`src/rtl/scan_seq_pkg.sv`:
```
package scan_seq_pkg;
  typedef enum logic [2:0] {
    ST_IDLE,
    ST_LOAD,
    ST_CAPTURE,
    ST_XCHG,
    ST_FLUSH,
    ST_DONE
  } seq_state_t;
endpackage

```
`src/rtl/scan_seq_fsm.sv`:
```
module scan_seq_fsm
  import scan_seq_pkg::*;
#(
  parameter int CHAIN_LEN = 64,
  parameter int CNT_W     = 16
) (
  input  logic             clk,
  input  logic             rst_n,
  input  logic             start,
  input  logic [CNT_W-1:0] pattern_count,
  input  logic             beat,
  output seq_state_t       state,
  output logic             last_beat
);
  localparam int BW = (CHAIN_LEN > 1) ? $clog2(CHAIN_LEN) : 1;
  localparam logic [BW-1:0] LAST_IDX = BW'(CHAIN_LEN - 1);

  logic [BW-1:0]    bit_cnt;
  logic [CNT_W-1:0] pat_left;   // patterns still to be loaded

  assign last_beat = beat && (bit_cnt == LAST_IDX);

  always_ff @(posedge clk or negedge rst_n) begin
    if (!rst_n) begin
      state    <= ST_IDLE;
      bit_cnt  <= '0;
      pat_left <= '0;
    end else begin
      case (state)
        ST_IDLE, ST_DONE: begin
          if (start) begin
            bit_cnt <= '0;
            if (pattern_count == '0) begin
              state <= ST_DONE;
            end else begin
              state    <= ST_LOAD;
              pat_left <= pattern_count - 1'b1;
            end
          end
        end
        ST_LOAD, ST_XCHG, ST_FLUSH: begin
          if (beat) begin
            if (last_beat) begin
              bit_cnt <= '0;
              state   <= (state == ST_FLUSH) ? ST_DONE : ST_CAPTURE;
            end else begin
              bit_cnt <= bit_cnt + 1'b1;
            end
          end
        end
        ST_CAPTURE: begin
          if (pat_left == '0) begin
            state <= ST_FLUSH;
          end else begin
            state    <= ST_XCHG;
            pat_left <= pat_left - 1'b1;
          end
        end
        default: state <= ST_IDLE;
      endcase
    end
  end
endmodule

```
`src/rtl/scan_seq_cmp.sv`:
```
module scan_seq_cmp (
  input  logic clk,
  input  logic rst_n,
  input  logic clear,
  input  logic cmp_en,
  input  logic cmp_last,
  input  logic scan_out,
  input  logic gold,
  output logic result_valid,
  output logic result_fail,
  output logic any_fail
);
  logic err_acc;
  logic mism;
  logic verdict;

  assign mism    = cmp_en && (scan_out != gold);
  assign verdict = err_acc || mism;

  always_ff @(posedge clk or negedge rst_n) begin
    if (!rst_n) begin
      err_acc      <= 1'b0;
      result_valid <= 1'b0;
      result_fail  <= 1'b0;
      any_fail     <= 1'b0;
    end else begin
      result_valid <= cmp_en && cmp_last;
      result_fail  <= cmp_en && cmp_last && verdict;
      if (clear) begin
        err_acc  <= 1'b0;
        any_fail <= 1'b0;
      end else if (cmp_en) begin
        err_acc <= cmp_last ? 1'b0 : verdict;
        if (cmp_last && verdict) any_fail <= 1'b1;
      end
    end
  end
endmodule

```
`src/rtl/scan_seq.sv`:
```
module scan_seq
  import scan_seq_pkg::*;
#(
  parameter int CHAIN_LEN = 64,
  parameter int CNT_W     = 16
) (
  input  logic             clk,
  input  logic             rst_n,
  input  logic             start,
  input  logic [CNT_W-1:0] pattern_count,
  input  logic             src_valid,
  output logic             src_ready,
  input  logic             src_stim,
  input  logic             src_gold,
  output logic             scan_en,
  output logic             shift_ce,
  output logic             scan_in,
  input  logic             scan_out,
  output logic             done,
  output logic             result_valid,
  output logic             result_fail,
  output logic             any_fail
);
  seq_state_t state;
  logic       last_beat;
  logic       shifting;
  logic       beat;
  logic       unloading;
  logic       idle_like;

  assign shifting  = (state == ST_LOAD) || (state == ST_XCHG) || (state == ST_FLUSH);
  assign unloading = (state == ST_XCHG) || (state == ST_FLUSH);
  assign idle_like = (state == ST_IDLE) || (state == ST_DONE);
  assign beat      = shifting && src_valid;

  assign src_ready = shifting;
  assign scan_en   = (state != ST_CAPTURE);
  assign shift_ce  = beat || (state == ST_CAPTURE);
  assign scan_in   = (state == ST_FLUSH) ? 1'b0 : src_stim;
  assign done      = (state == ST_DONE);

  scan_seq_fsm #(
    .CHAIN_LEN(CHAIN_LEN),
    .CNT_W    (CNT_W)
  ) u_fsm (
    .clk          (clk),
    .rst_n        (rst_n),
    .start        (start),
    .pattern_count(pattern_count),
    .beat         (beat),
    .state        (state),
    .last_beat    (last_beat)
  );

  scan_seq_cmp u_cmp (
    .clk         (clk),
    .rst_n       (rst_n),
    .clear       (start && idle_like),
    .cmp_en      (beat && unloading),
    .cmp_last    (last_beat),
    .scan_out    (scan_out),
    .gold        (src_gold),
    .result_valid(result_valid),
    .result_fail (result_fail),
    .any_fail    (any_fail)
  );
endmodule

```
`config.mk`:
```
export PLATFORM = sky130hd
export DESIGN_NAME = scan_seq
export DESIGN_NICKNAME = d
export VERILOG_FILES = /design/src/rtl/scan_seq_pkg.sv /design/src/rtl/scan_seq_fsm.sv /design/src/rtl/scan_seq_cmp.sv /design/src/rtl/scan_seq.sv
export SDC_FILE = /design/constraint.sdc
export NUM_CORES = 1
export LEC_CHECK = 0
export ABC_CLOCK_PERIOD_IN_PS = 3800
export BUFFER_PORTS_ARGS = -buffer_cell sky130_fd_sc_hd__buf_4
export CAP_MARGIN = 15
export CORE_MARGIN = 2
export CORE_UTILIZATION = 58
export DETAILED_ROUTE_END_ITERATION = 12
export GPL_TIMING_DRIVEN = 0
export HOLD_SLACK_MARGIN = 0.12
export MAX_ROUTING_LAYER = met4
export PLACE_DENSITY = 0.78
export SYNTH_ARGS = -nofsm -noshare
export SYNTH_HDL_FRONTEND = slang
export SYNTH_HIERARCHICAL = 1
export SYNTH_SLANG_ARGS = --single-unit
```
`constraint.sdc`:
```
create_clock -name clk -period 3.8 [get_ports clk]
set_input_delay 0.38 -clock clk [delete_from_list [all_inputs] [get_ports clk]]
set_output_delay 0.38 -clock clk [all_outputs]
set_load 0.01 [all_outputs]
```
; ---- Word level (Yosys, flattened, before mapping)
; Index checks and enable logic that the tools add are counted.
; Widths: inputs -> output; s select.
[op_classes]
addsub = 3
eq_ne = 13
muxes = 22
reduce_logical = 27
[op_table]
columns = operator, n
row1 = $mux 16, 3
row2 = $logic_not 16->1, 2
row3 = $pmux 16 s2, 1
row4 = $sub 16x1->16 const B, 2
row5 = $mux 3, 6
row6 = $mux 6, 3
row7 = $pmux 6 s2, 1
row8 = $pmux 3 s3, 1
row9 = $logic_and 1x1->1, 8
row10 = $ne 2x2->1 const B, 4
row11 = $reduce_bool 2->1, 4
row12 = $mux 1, 7
row13 = $add 6x1->6 const B, 1
row14 = $eq 3x2->1 const B, 2
row15 = $eq 3x3->1 const B, 2
row16 = $eq 6x6->1 const B, 1
row17 = $logic_or 1x1->1, 6
row18 = $reduce_and 3->1, 2
row19 = $reduce_and 4->1, 1
row20 = $eq 3x1->1 const B, 1
row21 = $logic_not 3->1, 1
row22 = $ne 3x2->1 const B, 1
row23 = $reduce_or 3->1, 1
row24 = $ne 2x1->1 const B, 1
row25 = other kinds (3), 3
[totals]
regBits = 29
input_bits = 23
out_inout_bits = 8

; ---- Depth between registers and ports, before layout
; Gate-level depths: netlist (run 1).
[logic_depth]
word_depth = 11
ltp_mapped = 11
mapped_depth_nobuf = 8

; ---- Modules after synthesis
; The synthesis (run 1) kept the hierarchy.
[modules_own_cells]
columns = mod, n_inst, cells_per_inst, area_each_um2, seq_area_each_um2
row1 = scan_seq_fsm, 1, 252, 2135.8, 625.6
row2 = scan_seq_cmp, 1, 13, 168.9, 100.1
row3 = scan_seq, 1, 14, 98.8, 0.0

; ---- Worst setup path after synthesis (run 1)
; Ideal clock, no wire load.
[synth_timing]
kind = reg-to-reg
from = reg u_fsm.state[0]
to = reg u_fsm.pat_left[14]
setup_time_ns = 0.126
arrival_ns = 2.639
path_slack_ns = 1.035
path_stages_with_launch = 12
path_buffers = 3
period_less_slack_ns = 2.765
path_cell_list = dfrtp_1 -> buf_2 -> nor3b_4 -> mux2i_1 -> ha_1 -> buf_1 -> nand2b_1 -> nor4_2 -> or2_1 -> buf_2 -> a31oi_1 -> o32a_1
[synth_between]
elab_chain_len = 4
[synth_rtl]
columns = item, line_no
row1 = "start, declared", scan_seq_fsm.sv:12  ; output seq_state_t state,
row2 = "start signal, assigned", scan_seq_fsm.sv:45  ; state <= (state == ST_FLUSH) ? ST_DONE : ST_CAPTURE;
row3 = $eq 3x3->1 or $logic_not 3->1 (tied branches), scan_seq_fsm.sv:29  ; case (state)
row4 = $reduce_or 2->1, scan_seq_fsm.sv:29
row5 = $ne 2x2->1 (no source line) or $reduce_bool 2->1 (tied branches), -
row6 = $reduce_and 4->1 (no source line), -
row7 = "end signal, assigned", scan_seq_fsm.sv:37  ; pat_left <= pattern_count - 1'b1;
row8 = "end signal, assigned", scan_seq_fsm.sv:56  ; pat_left <= pat_left - 1'b1;
row9 = "end, declared", scan_seq_fsm.sv:19  ; logic [CNT_W-1:0] pat_left;
; Parallel ways exist; a longest one is shown, timed or not.
; A chain may end at the register's enable or synchronous reset.

; ---- Worst setup path after layout (run 1)
[layout_timing]
from = reg u_fsm.state[0]
to = reg u_fsm.pat_left[10]
; Same word-level chain as after synthesis.

==> results.md, run 1 <==
- CP Launch Point: u_fsm/state[0]$_DFFE_PN0P_
- TritonCTS clock tree: done
- # IOs: 31
- Post-synth EDFFs: 0
- Vias in the first global route: about 2200
- Layout Cells excl Fill: 366
- Switching power: 0.387 mW
- P_leak: 1.11 nW
- Sw frac: 0.341
- Power share of the combinational group: 0.262
- YS warnings: 6
- Pin count of the biggest net entering global routing: 30
- Max transition margin: 0.598
- CP Class: reg2reg
- Total number of vias: approximately 2400
- First-pass GRT wire length: 9860 um
- Post-route cell area: 2800 um^2
- Post-route clock period utilization: 0.861
- Final setup fails: 0
- # Max-Cap Violations: 0
- WHS Path Cells: 3
- Area leader, netlist: dfrtp_1
- R2R depth: 11
- IR Drop Worst-Case VDD: 315 uV
- Max Slew Vio Count: 0
- Worst hold path class: in2reg
- Dpl hpwl: between 4000 and 5000 um
- GPL Wtd Cong: between 0.9 and 1
- CTS Buffer Depth: 2
- Syn Area/Cell: roughly 8.6 um^2
- Layout cells sized above 1: 0.218
- GRT Overall Usage: 0.295
- Core area: 4000 um^2
- Worst Path Required: about 4.0 ns
- Drt wl/cell: around 17 um
- DRT Wirelength: about 6200 um
- Clock buffer count from CTS: 5
- Routed Antenna Nets: 0
- Antenna violations before repair: 0
- Nets: 341
- Sink Count: 29
- RSZ-0062 raised after global routing: no
- Num rows: 23
- Number of buffers added on ports: 29
- Synth Instances: ~280
- HP Start: pattern_count[11]
- Worst clock skew: about 0.0096 ns
- H-tree Lvls: 2
- Crit Reg-Reg Startpoint: u_fsm/state[0]$_DFFE_PN0P_
- Setup Fix Bufs, Post-CTS: 0
- # placed instances: between 300 and 400
- Die Width: between 60 and 70 um
- CP Launch Type: flop
- Outcome: finished clean
- Register area share after synthesis: 0.302
- Yosys top cell area share: 0.302
- Final hold vios: 0
- Worst Setup End Kind: flop
- Post-Syn Area: approximately 2400 um^2
- DR pass1 iterations: 5
- Min cycle time layout: 3.27 ns
- Post-layout util: 0.699
- Clock power share: 0.275
- Largest stage delay, worst path: roughly 0.46 ns
- Skew-Pair Late Insertion Delay: between 0.2 and 0.3 ns
- ANT cells: 0
- Initial drt markers: around 270
- Worst endpoint data arrival time: ~3.4 ns
- Most used DFF post-synth: dfrtp_1
- Yosys reg bits: 29
- Clock Tree Root: clkbuf_8
- Die ar.: ~4700 um^2
- Synth top area cells: dfrtp_1, nor3_1, o21ai_0
- Count leader, synth: dfrtp_1
- Synth unique cells: 65
- Syn Nets: roughly 300
- Clock transition at the registers of the reported paths: approximately 0.070 ns
- Final setup TNS: 0 ns
- Slowest cell on the critical path: dfrtp_1
- Cell repeated most along the worst path: buf_2
- Seq pwr share: 0.463
- Commonest cells post-synth: dfrtp_1, nand2_1, nor3_1
- DRC Markers: 0
- F_max: 0.306 GHz
- Internal power: between 0.7 and 0.8 mW
- DP Area: roughly 2700 um^2
- Worst slew pin tran: around 0.6 ns
- Area growth syn-to-layout: 16.4%
- Biggest fanout along the worst timing path: 10
- Die H: between 60 and 70 um
- Global route total overflow: 0
- Drt via density: 6.56
- Asr flop ratio synth: 1.00
- Cells along the critical path: buf_2, nor3b_4, mux2i_1, ha_1, buf_1, nand2b_1, nor4_2, or2_1, buf_2, a31oi_1, o32a_1
- Starting Density: 0.601
- Total power divided by cell area: between 400 and 500 nW/um^2
kinds of logic after synthesis:
family,count (synthesis),synth area share
compound gates,81,0.251
flops,29,0.302
mux,8,0.0333
simple gates,129,0.330
fa+ha+maj,2,0.0104
xor+xnor,6,0.0219
buf+inv,24,0.0515
routing by layer:
metal	GRT usage	part of all wire
met1	0.376	0.44
met2	0.453	0.45
met3	0.0707	0.088
met4	0.110	0.014
met5	-	0
registers in the layout (all words and copies together), names as in the netlist:
signal and flops:
u_cmp/any_fail 1, u_fsm/state 3, u_cmp/result_valid 1, u_cmp/err_acc 1
u_cmp/result_fail 1, u_fsm/pat_left 16, u_fsm/bit_cnt 6
timing repair:
action	CTS	global route
hold endpoints to repair	29	0
hold buffers	1	0
gates resized for setup	0	0
power by group through the flow:
stage | Clock, mW | Combinational, mW | Sequential, mW
floorplan | 0 | 0.219 | 0.494
global route | 0.336 | 0.332 | 0.539
CTS | 0.320 | 0.298 | 0.523
detailed placement | 0 | 0.295 | 0.529
finish | 0.312 | 0.298 | 0.525
global placement | 0 | 0.289 | 0.524
path summary, 6_finish.rpt:
kind | end | slack [ns]
setup reg to reg | u_fsm/pat_left[10]$_DFFE_PN0P_ | 0.53
setup / recovery | u_fsm/pat_left[10]$_DFFE_PN0P_ | 0.53
hold / removal | u_fsm/pat_left[11]$_DFFE_PN0P_ | 0.40
max in group asynchronous | u_fsm/pat_left[4]$_DFFE_PN0P_ | 2.96
hold reg to reg | u_fsm/bit_cnt[5]$_DFFE_PN0P_ | 0.49
min in group asynchronous | u_cmp/result_fail$_DFF_PN0_ | 0.55
worst max-delay path: cells and delay by family, from the launching register on:
family / cells / cell delay [ns]
AO/OA/AOI/OAI: 2 / 0.39
adder cells (fa/ha/maj): 1 / 0.20
buffers and inverters: 3 / 0.73
flip-flops: 1 / 0.46
multiplexers: 1 / 0.36
AND/OR/NAND/NOR: 4 / 1.00
metrics by stage:
| step | power, mW | hold WS (ns) | setup slack, ns |
|---|---|---|---|
| detailed placement | 0.824 | 0.329 | 0.557 |
| global placement | 0.813 | 0.331 | 0.599 |
| floorplan | 0.714 | 0.0844 | 1.04 |
| global route | 1.21 | 0.396 | 0.277 |
| finish | 1.13 | 0.396 | 0.528 |
| CTS | 1.14 | 0.391 | 0.555 |
layout by cell type, fill, tap and decap left out, types with 3 or more instances in the layout:
cell type / instances
and3_1: 3
buf_4: 29
nand2b_1: 4
nor4_1: 10
buf_6: 3
nor2b_1: 3
nor2_1: 20
a31oi_1: 4
or3b_1: 3
xnor2_1: 4
a311oi_1: 4
nor3_1: 21
o22ai_1: 7
or4_4: 4
or3_1: 4
nand2_1: 22
inv_1: 8
mux2i_1: 8
clkbuf_8: 5
a21oi_1: 14
nand3_1: 6
a211oi_1: 3
nand3b_1: 5
o21ai_0: 19
nor3b_1: 5
buf_2: 9
dfrtp_1: 29
final cells by class:
cell class              count  area, um^2
plain buffers              15        90.1
clock buffers               5        68.8
clock inverters             2        35.0
fillers                   347        1200
inverters                   9        33.8
multi-input cells         226        1550
flip-flops and latches     29         726
well taps                  50        62.6
repair buffers             30         228
Power figures use the tool's default switching activity.
==> inputs of run 2 (changes only) <==
--- a/config.mk
+++ b/config.mk
@@ -5,10 +5,10 @@
 export SDC_FILE = /design/constraint.sdc
 export NUM_CORES = 1
 export LEC_CHECK = 0
-export ABC_CLOCK_PERIOD_IN_PS = 3800
+export ABC_CLOCK_PERIOD_IN_PS = 3300
 export BUFFER_PORTS_ARGS = -buffer_cell sky130_fd_sc_hd__buf_4
 export CAP_MARGIN = 15
-export CORE_MARGIN = 2
+export CORE_MARGIN = 3
 export CORE_UTILIZATION = 58
 export DETAILED_ROUTE_END_ITERATION = 12
 export GPL_TIMING_DRIVEN = 0
==> constraint.sdc (replaced) <==
create_clock -name clk -period 3.3 [get_ports clk]
set_input_delay 0.33 -clock clk [delete_from_list [all_inputs] [get_ports clk]]
set_output_delay 0.33 -clock clk [all_outputs]
set_load 0.01 [all_outputs]
==> results.md, run 2 (synthesis results as in run 1) <==
- Die H: 70.4 um (+2.9%)
- Max transition margin: 0.605 (+0.00639)
- Cell count along the critical path: 10 (-1)
- F_max: 0.324 GHz (+6.1%)
- Final hold vios: 0 (unchanged)
- Drt wl/cell: 17.3 um (+3.0%)
- Dpl hpwl: 4440 um (+0.49%)
- Placement Setup Slack: 0.0383 ns (-0.519 ns)
- Largest stage delay, worst path: 0.46 ns (about the same)
- Post-route cell area: 2780 um^2 (-0.49%)
- Flop-to-flop setup slack: 0.22 ns (-0.31 ns)
- Total power divided by cell area: 453 nW/um^2 (+12%)
- Clock buffer count from CTS: 5 (unchanged)
- Cells along the critical path: buf_2, nor3b_4, mux2i_1, ha_2, nand2b_1, nor4_2, or2_1, buf_2, a31oi_1, o32a_1
- Area growth syn-to-layout: 15.8%
- Num rows: 22 (-4.3%)
- Vias in the first global route: 2169 (+0.74%)
- # IOs: 31 (unchanged)
- Reg with most FFs: u_fsm/pat_left
- Worst clock skew: 0.00925 ns (-0.000315 ns)
- FILL cells: 296 (-15%)
- Final setup TNS: 0 ns (unchanged)
- TritonCTS clock tree: done
- R2R depth: 10 (-1)
- Max Slew Vio Count: 0 (unchanged)
- Most frequent cells in the layout: buf_4, dfrtp_1, nand2_1
- DRC Markers: 0 (unchanged)
- Most common cell after layout, fill and taps aside: buf_4
- Slowest cell on the critical path: dfrtp_1
- Starting Density: 0.628 (+0.0273)
- Total number of vias: 2455 (+2.2%)
- ANT cells: 0 (unchanged)
- Worst hold path class: in2reg
- Routed Antenna Nets: 0 (unchanged)
- WHS Path Cells: 3 (unchanged)
- Reg2reg end: u_fsm/pat_left[10]$_DFFE_PN0P_
- Max reg flops: 16 (unchanged)
- Drt via density: 6.74 (+2.8%)
- Min cycle time layout: 3.08 ns (-0.188 ns)
- HP Start: pattern_count[11]
- Sink Count: 29 (unchanged)
- IR Drop Worst-Case VDD: 377 uV (+20%)
- Initial drt markers: 364 (+34%)
- Number of buffers added on ports: 29 (unchanged)
- Antenna violations before repair: 0 (unchanged)
- Worst slew pin tran: 0.593 ns (-0.00958 ns)
- Post-layout util: 0.728 (+0.0282)
- RSZ-0062 raised after global routing: no
- DR pass1 iterations: 5 (unchanged)
- Biggest fanout along the worst timing path: 10 (unchanged)
- Layout cells sized above 1: 0.222 (+0.00316)
- Delay-heaviest family, CP: simple AND/OR/NAND/NOR gates
- Worst Setup End Kind: flop
- P_leak: 1.10 nW (-0.68%)
- Worst Path Required: 3.47 ns (-0.50 ns)
- H-tree Lvls: 2 (unchanged)
- Top flop regs: u_fsm/pat_left (16), u_fsm/bit_cnt (6), u_fsm/state (3)
- Die Width: 70.4 um (+2.9%)
- PnR worst setup slack: 0.216 ns (-0.312 ns)
- Worst endpoint data arrival time: 3.25 ns (-0.19 ns)
- DRT Wirelength: 6300 um (+2.4%)
- Die ar.: 4950 um^2 (+5.9%)
- Clock Tree Root: clkbuf_8
- Cell repeated most along the worst path: buf_2
- Outcome: finished clean
- Clock transition at the registers of the reported paths: 0.07 ns (about the same)
- CTS Buffer Depth: 2 (unchanged)
- First-pass GRT wire length: 10400 um (+5.1%)
- Nets: 341 (unchanged)
- CP Launch Type: flop
- Global route total overflow: 0 (unchanged)
- Pin count of the biggest net entering global routing: 30 (unchanged)
- Worst Hold End: u_fsm/pat_left[11]$_DFFE_PN0P_
- CP bufs+invs: 2 (-1)
- Skew-Pair Late Insertion Delay: 0.29 ns (about the same)
- Post-route clock period utilization: 0.935 (+0.0734)
- GRT Overall Usage: 0.264 (-0.0301)
- Core area: 3830 um^2 (-4.3%)
- # Max-Cap Violations: 0 (unchanged)
- DP Area: 2680 um^2 (about the same)
- CP Class: reg2reg
- GPL Wtd Cong: 0.924 (-3.0%)
- Final setup fails: 0 (unchanged)
- Crit Reg-Reg Startpoint: u_fsm/state[0]$_DFFE_PN0P_
## run 2: tightest hold or removal path: cells and delay by family
kind	cells	cell delay [ns]
AOI/OAI and AO/OA	1	0.07
buffers and inverters	2	0.19
## run 2: stage by stage
stage | instances | hold slack [ns] | power [mW]
floorplan | 279 | 0.0344 | 0.822
global placement | 356 | 0.277 | 0.937
detailed placement | 356 | 0.279 | 0.947
CTS | 364 | 0.340 | 1.25
global route | 364 | 0.359 | 1.33
finish | 364 | 0.338 | 1.26
## run 2: what timing repair did
item,in CTS,in global routing
setup buffers,0,1
hold buffers,1,0
hold endpoints to repair,29,0
setup endpoints to repair,0,4
gates resized for setup,0,1
## run 2: layout make-up
cell class | instances | area (um^2) | area share
Multi-Input combinational cell | 226 | 1560 | 0.559
Sequential cell | 29 | 726 | 0.261
Timing Repair Buffer | 31 | 235 | 0.0845
Buffer | 14 | 86.3 | 0.0310
Inverter | 9 | 33.8 | 0.0121
Tap cell | 48 | 60.1 | 0.0216
Clock buffer | 7 | 86.3 | 0.0310
## run 2: worst max path at each step
stage / start / to / slack, ns
CTS: u_fsm/state[0]$_DFFE_PN0P_ / u_fsm/pat_left[10]$_DFFE_PN0P_ / 0.03
finish: u_fsm/state[0]$_DFFE_PN0P_ / u_fsm/pat_left[10]$_DFFE_PN0P_ / 0.22
detailed placement: u_fsm/state[0]$_DFFE_PN0P_ / u_fsm/pat_left[10]$_DFFE_PN0P_ / 0.04
global route: u_fsm/state[0]$_DFFE_PN0P_ / u_fsm/pat_left[14]$_DFFE_PN0P_ / 0.1
global placement: u_fsm/state[0]$_DFFE_PN0P_ / u_fsm/pat_left[14]$_DFFE_PN0P_ / 0.12
floorplan: u_fsm/state[0]$_DFFE_PN0P_ / u_fsm/pat_left[14]$_DFFE_PN0P_ / 0.54
## run 2: metal layers
metal / global-route usage / part of all wire / up-vias
met4: 0.0936 / 0.017 / 0
met5: - / 0 / -
li1: - / - / 1154
met2: 0.386 / 0.44 / 139
met1: 0.367 / 0.46 / 1144
met3: 0.0475 / 0.084 / 18
## run 2: power by group
group	leakage, nW	total, mW	internal [mW]	switching [mW]
combinational	0.713	0.351	0.176	0.174
sequential	0.342	0.607	0.467	0.140
clock	0.0443	0.303	0.165	0.138
==> inputs of run 3 (changes only) <==
--- a/config.mk
+++ b/config.mk
@@ -17,5 +17,4 @@
 export PLACE_DENSITY = 0.78
 export SYNTH_ARGS = -nofsm -noshare
 export SYNTH_HDL_FRONTEND = slang
-export SYNTH_HIERARCHICAL = 1
 export SYNTH_SLANG_ARGS = --single-unit
==> results.md, run 3 <==
- Outcome: finished clean
- DRC Markers: 0 (unchanged)
- Min cycle time layout: 3.15 ns (+0.0654 ns)
- Die H: 69.6 um (-1.1%)
- Antenna violations before repair: 0 (unchanged)
- RSZ-0062 raised after global routing: no
- Asr flop ratio synth: 1.00 (unchanged)
- Worst Path Required: 3.49 ns (+0.02 ns)
- Post-layout util: 0.732 (+0.00399)
- GR Layer Usage met3: 0.0522 (+0.00469)
- Max Slew Vio Count: 0 (unchanged)
- Worst Setup End Kind: flop
- Synth top area cells: dfrtp_1, nor2_1, mux2i_1
- Vias in the first global route: 2226 (+2.6%)
- Final hold vios: 0 (unchanged)
- Total power divided by cell area: 395 nW/um^2 (-13%)
- Cell count along the critical path: 10 (unchanged)
- Syn Area/Cell: 8.23 um^2 (-4.5%)
- Drt via density: 6.62 (-1.8%)
- Nets: 346 (+1.5%)
- Most common cell after layout, fill and taps aside: buf_4
- Total power: 1.09 mW (-14%)
- GRT Overall Usage: 0.286 (+0.0215)
- Sink Count: 29 (unchanged)
- Post-route clock period utilization: 0.954 (+0.0198)
- Delay-heaviest family, CP: simple AND/OR/NAND/NOR gates
- # Max-Cap Violations: 0 (unchanged)
- IR Drop Worst-Case VDD: 341 uV (-9.5%)
- Reg with most FFs: u_fsm.pat_left
- Worst clock skew: 0.00962 ns (+0.000375 ns)
- # IOs: 31 (unchanged)
- Worst endpoint data arrival time: 3.34 ns (+0.09 ns)
- Most frequent cells in the layout: buf_4, nor2_1, dfrtp_1
- Yosys top cell area share: 0.309 (+0.00757)
- Skew-Pair Late Insertion Delay: 0.30 ns (about the same)
- Gr busiest metal: met1
- Register area share after synthesis: 0.309 (+0.00757)
- Top flop regs: u_fsm.pat_left (16), u_fsm.bit_cnt (6), u_fsm.state (3)
- Flop-to-flop setup slack: 0.15 ns (-0.07 ns)
- WHS Path Cells: 3 (unchanged)
- Clock transition at the registers of the reported paths: 0.07 ns (about the same)
- Post-Syn Area: 2340 um^2 (-2.4%)
- Yosys reg bits: 29 (unchanged)
- Post-synth EDFFs: 0 (unchanged)
- Largest stage delay, worst path: 0.63 ns (+0.17 ns)
- Pin count of the biggest net entering global routing: 30 (unchanged)
- Layout cells sized above 1: 0.193 (-0.0290)
- Final setup fails: 0 (unchanged)
- TritonCTS clock tree: done
- CP bufs+invs: 2 (unchanged)
- Commonest cells post-synth: dfrtp_1, nor2_1, nand2_1
- GR Layer Usage met2: 0.394 (+0.00841)
- Cells along the critical path: nor3b_4, inv_2, buf_2, mux2i_1, ha_4, or4b_2, nor2_1, xnor2_1, mux2i_1, mux2_2
- Clock Tree Root: clkbuf_8
- Synth unique cells: 59 (-9.2%)
- Total number of vias: 2450 (-0.20%)
- Number of buffers added on ports: 30 (+3.4%)
- Global route total overflow: 0 (unchanged)
- Placement Setup Slack: -0.664 ns (-0.702 ns)
- Cell repeated most along the worst path: mux2i_1
- YS warnings: 0 (-6)
- Die Width: 69.6 um (-1.1%)
- R2R depth: 10 (unchanged)
- CP Launch Point: u_fsm.state[0]$_DFFE_PN0P_
- DRT Wirelength: 6510 um (+3.3%)
- Reg2reg end: u_fsm.pat_left[6]$_DFFE_PN0P_
- Final setup TNS: 0 ns (unchanged)
- CP Class: reg2reg
- Setup Fix Bufs, Post-CTS: 0 (unchanged)
- Clock buffer count from CTS: 5 (unchanged)
- Most used DFF post-synth: dfrtp_1
- Routed Antenna Nets: 0 (unchanged)
- Met1 Usage GRT: 0.418 (+0.0514)
- Drt wl/cell: 17.6 um (+1.6%)
- HP Start: pattern_count[5]
- F_max: 0.318 GHz (-2.1%)
- Die ar.: 4840 um^2 (-2.2%)
- Worst hold path class: in2reg
- Initial drt markers: 359 (-1.4%)
- Crit path to: u_fsm.pat_left[6]$_DFFE_PN0P_
- PnR worst setup slack: 0.150 ns (-0.0654 ns)
- Dpl hpwl: 4710 um (+6.1%)
- Core area: 3770 um^2 (-1.4%)
- Crit Reg-Reg Startpoint: u_fsm.state[0]$_DFFE_PN0P_
- Area leader, netlist: dfrtp_1
- Biggest fanout along the worst timing path: 14 (+4)
- Slowest cell on the critical path: or4b_2
- Synth Instances: 285 (+2.2%)
- Max transition margin: 0.472 (-0.133)
- Num rows: 22 (unchanged)
- GPL Wtd Cong: 0.924 (about the same)
- First-pass GRT wire length: 10900 um (+5.0%)
- Starting Density: 0.622 (-0.00642)
- CP Launch Type: flop
- DR pass1 iterations: 5 (unchanged)
- CTS Buffer Depth: 2 (unchanged)
- Max reg flops: 16 (unchanged)
- Area growth syn-to-layout: 17.7%
- Syn Nets: 310 (+2.0%)
- Worst slew pin tran: 0.791 ns (+0.198 ns)
- H-tree Lvls: 2 (unchanged)
- P_leak: 1.17 nW (+6.3%)
- ANT cells: 0 (unchanged)
==> run 3: cell types whose count changed in the layout (fill, tap and decap cells not counted), moves of 5 or more <==
cell,change
nor2_1,+9
nor4_1,-9
buf_2,-7
clkbuf_1,+7
o21ai_0,-6
or4_1,+6
mux2_2,+5
nand3_1,+5
==> run 3: layout make-up <==
| class | count | area (um^2) |
|---|---|---|
| plain buffers | 14 | 70.1 |
| flip-flops and latches | 29 | 726 |
| clock inverters | 2 | 13.8 |
| inverters | 10 | 37.5 |
| fillers | 297 | 1010 |
| clock buffers | 6 | 82.6 |
| well taps | 48 | 60.1 |
| repair buffers | 31 | 235 |
| multi-input cells | 230 | 1530 |
==> run 3: worst min-delay path by stage <==
stage	end
5_1_grt	u_fsm.bit_cnt[4]$_DFFE_PN0P_
3_5_place_dp	u_fsm.state[1]$_DFFE_PN0P_
2_1_floorplan	u_cmp.any_fail$_DFFE_PN0P_
4_1_cts	u_fsm.pat_left[5]$_DFFE_PN0P_
6_report	u_fsm.pat_left[5]$_DFFE_PN0P_
3_3_place_gp	u_fsm.state[0]$_DFFE_PN0P_
==> run 3: what timing repair did <==
item	CTS	global route
hold buffers	1	0
endpoints found under the setup margin	5	2
gates resized for setup	4	4
hold endpoints to repair	29	0
pin swaps	0	0
==> run 3: kinds of logic (layout without fill, tap and decap cells) <==
family,count (synthesis),count (layout),synth area share
AND/OR/NAND/NOR,134,134,0.314
buffers and inverters,26,63,0.0480
AO/OA/AOI/OAI,70,70,0.217
adder cells (fa/ha/maj),2,2,0.0107
multiplexers,15,15,0.0667
flip-flops,29,29,0.310
XOR/XNOR,9,9,0.0336
==> run 3: per-layer routing <==
metal  wire length [um]  share of wire
met4                116          0.018
met5                  0              0
met3                583          0.090
met1               2940           0.45
met2               2870           0.44
==> run 3: through the flow <==
stage | hold slack (ns) | area, um^2 | cells
floorplan | 0.0344 | 2340 | 285
global placement | 0.277 | 2630 | 363
detailed placement | 0.277 | 2630 | 363
CTS | 0.336 | 2740 | 370
global route | 0.344 | 2760 | 370
finish | 0.344 | 2760 | 370
==> run 3: report_power, final <==
part | internal [mW] | leakage, nW | switching, mW
Sequential | 0.423 | 0.352 | 0.0820
Combinational | 0.132 | 0.767 | 0.125
Clock | 0.169 | 0.0512 | 0.159
Total | 0.724 | 1.17 | 0.366
==> run 3: worst register-to-register path: stages, from the launching register on <==
cell and delay [ns]:
dfrtp_1 0.47, nor3b_4 0.33, inv_2 0.18, buf_2 0.24, mux2i_1 0.31, ha_4 0.25, or4b_2 0.64, nor2_1 0.14
xnor2_1 0.13, mux2i_1 0.08, mux2_2 0.27
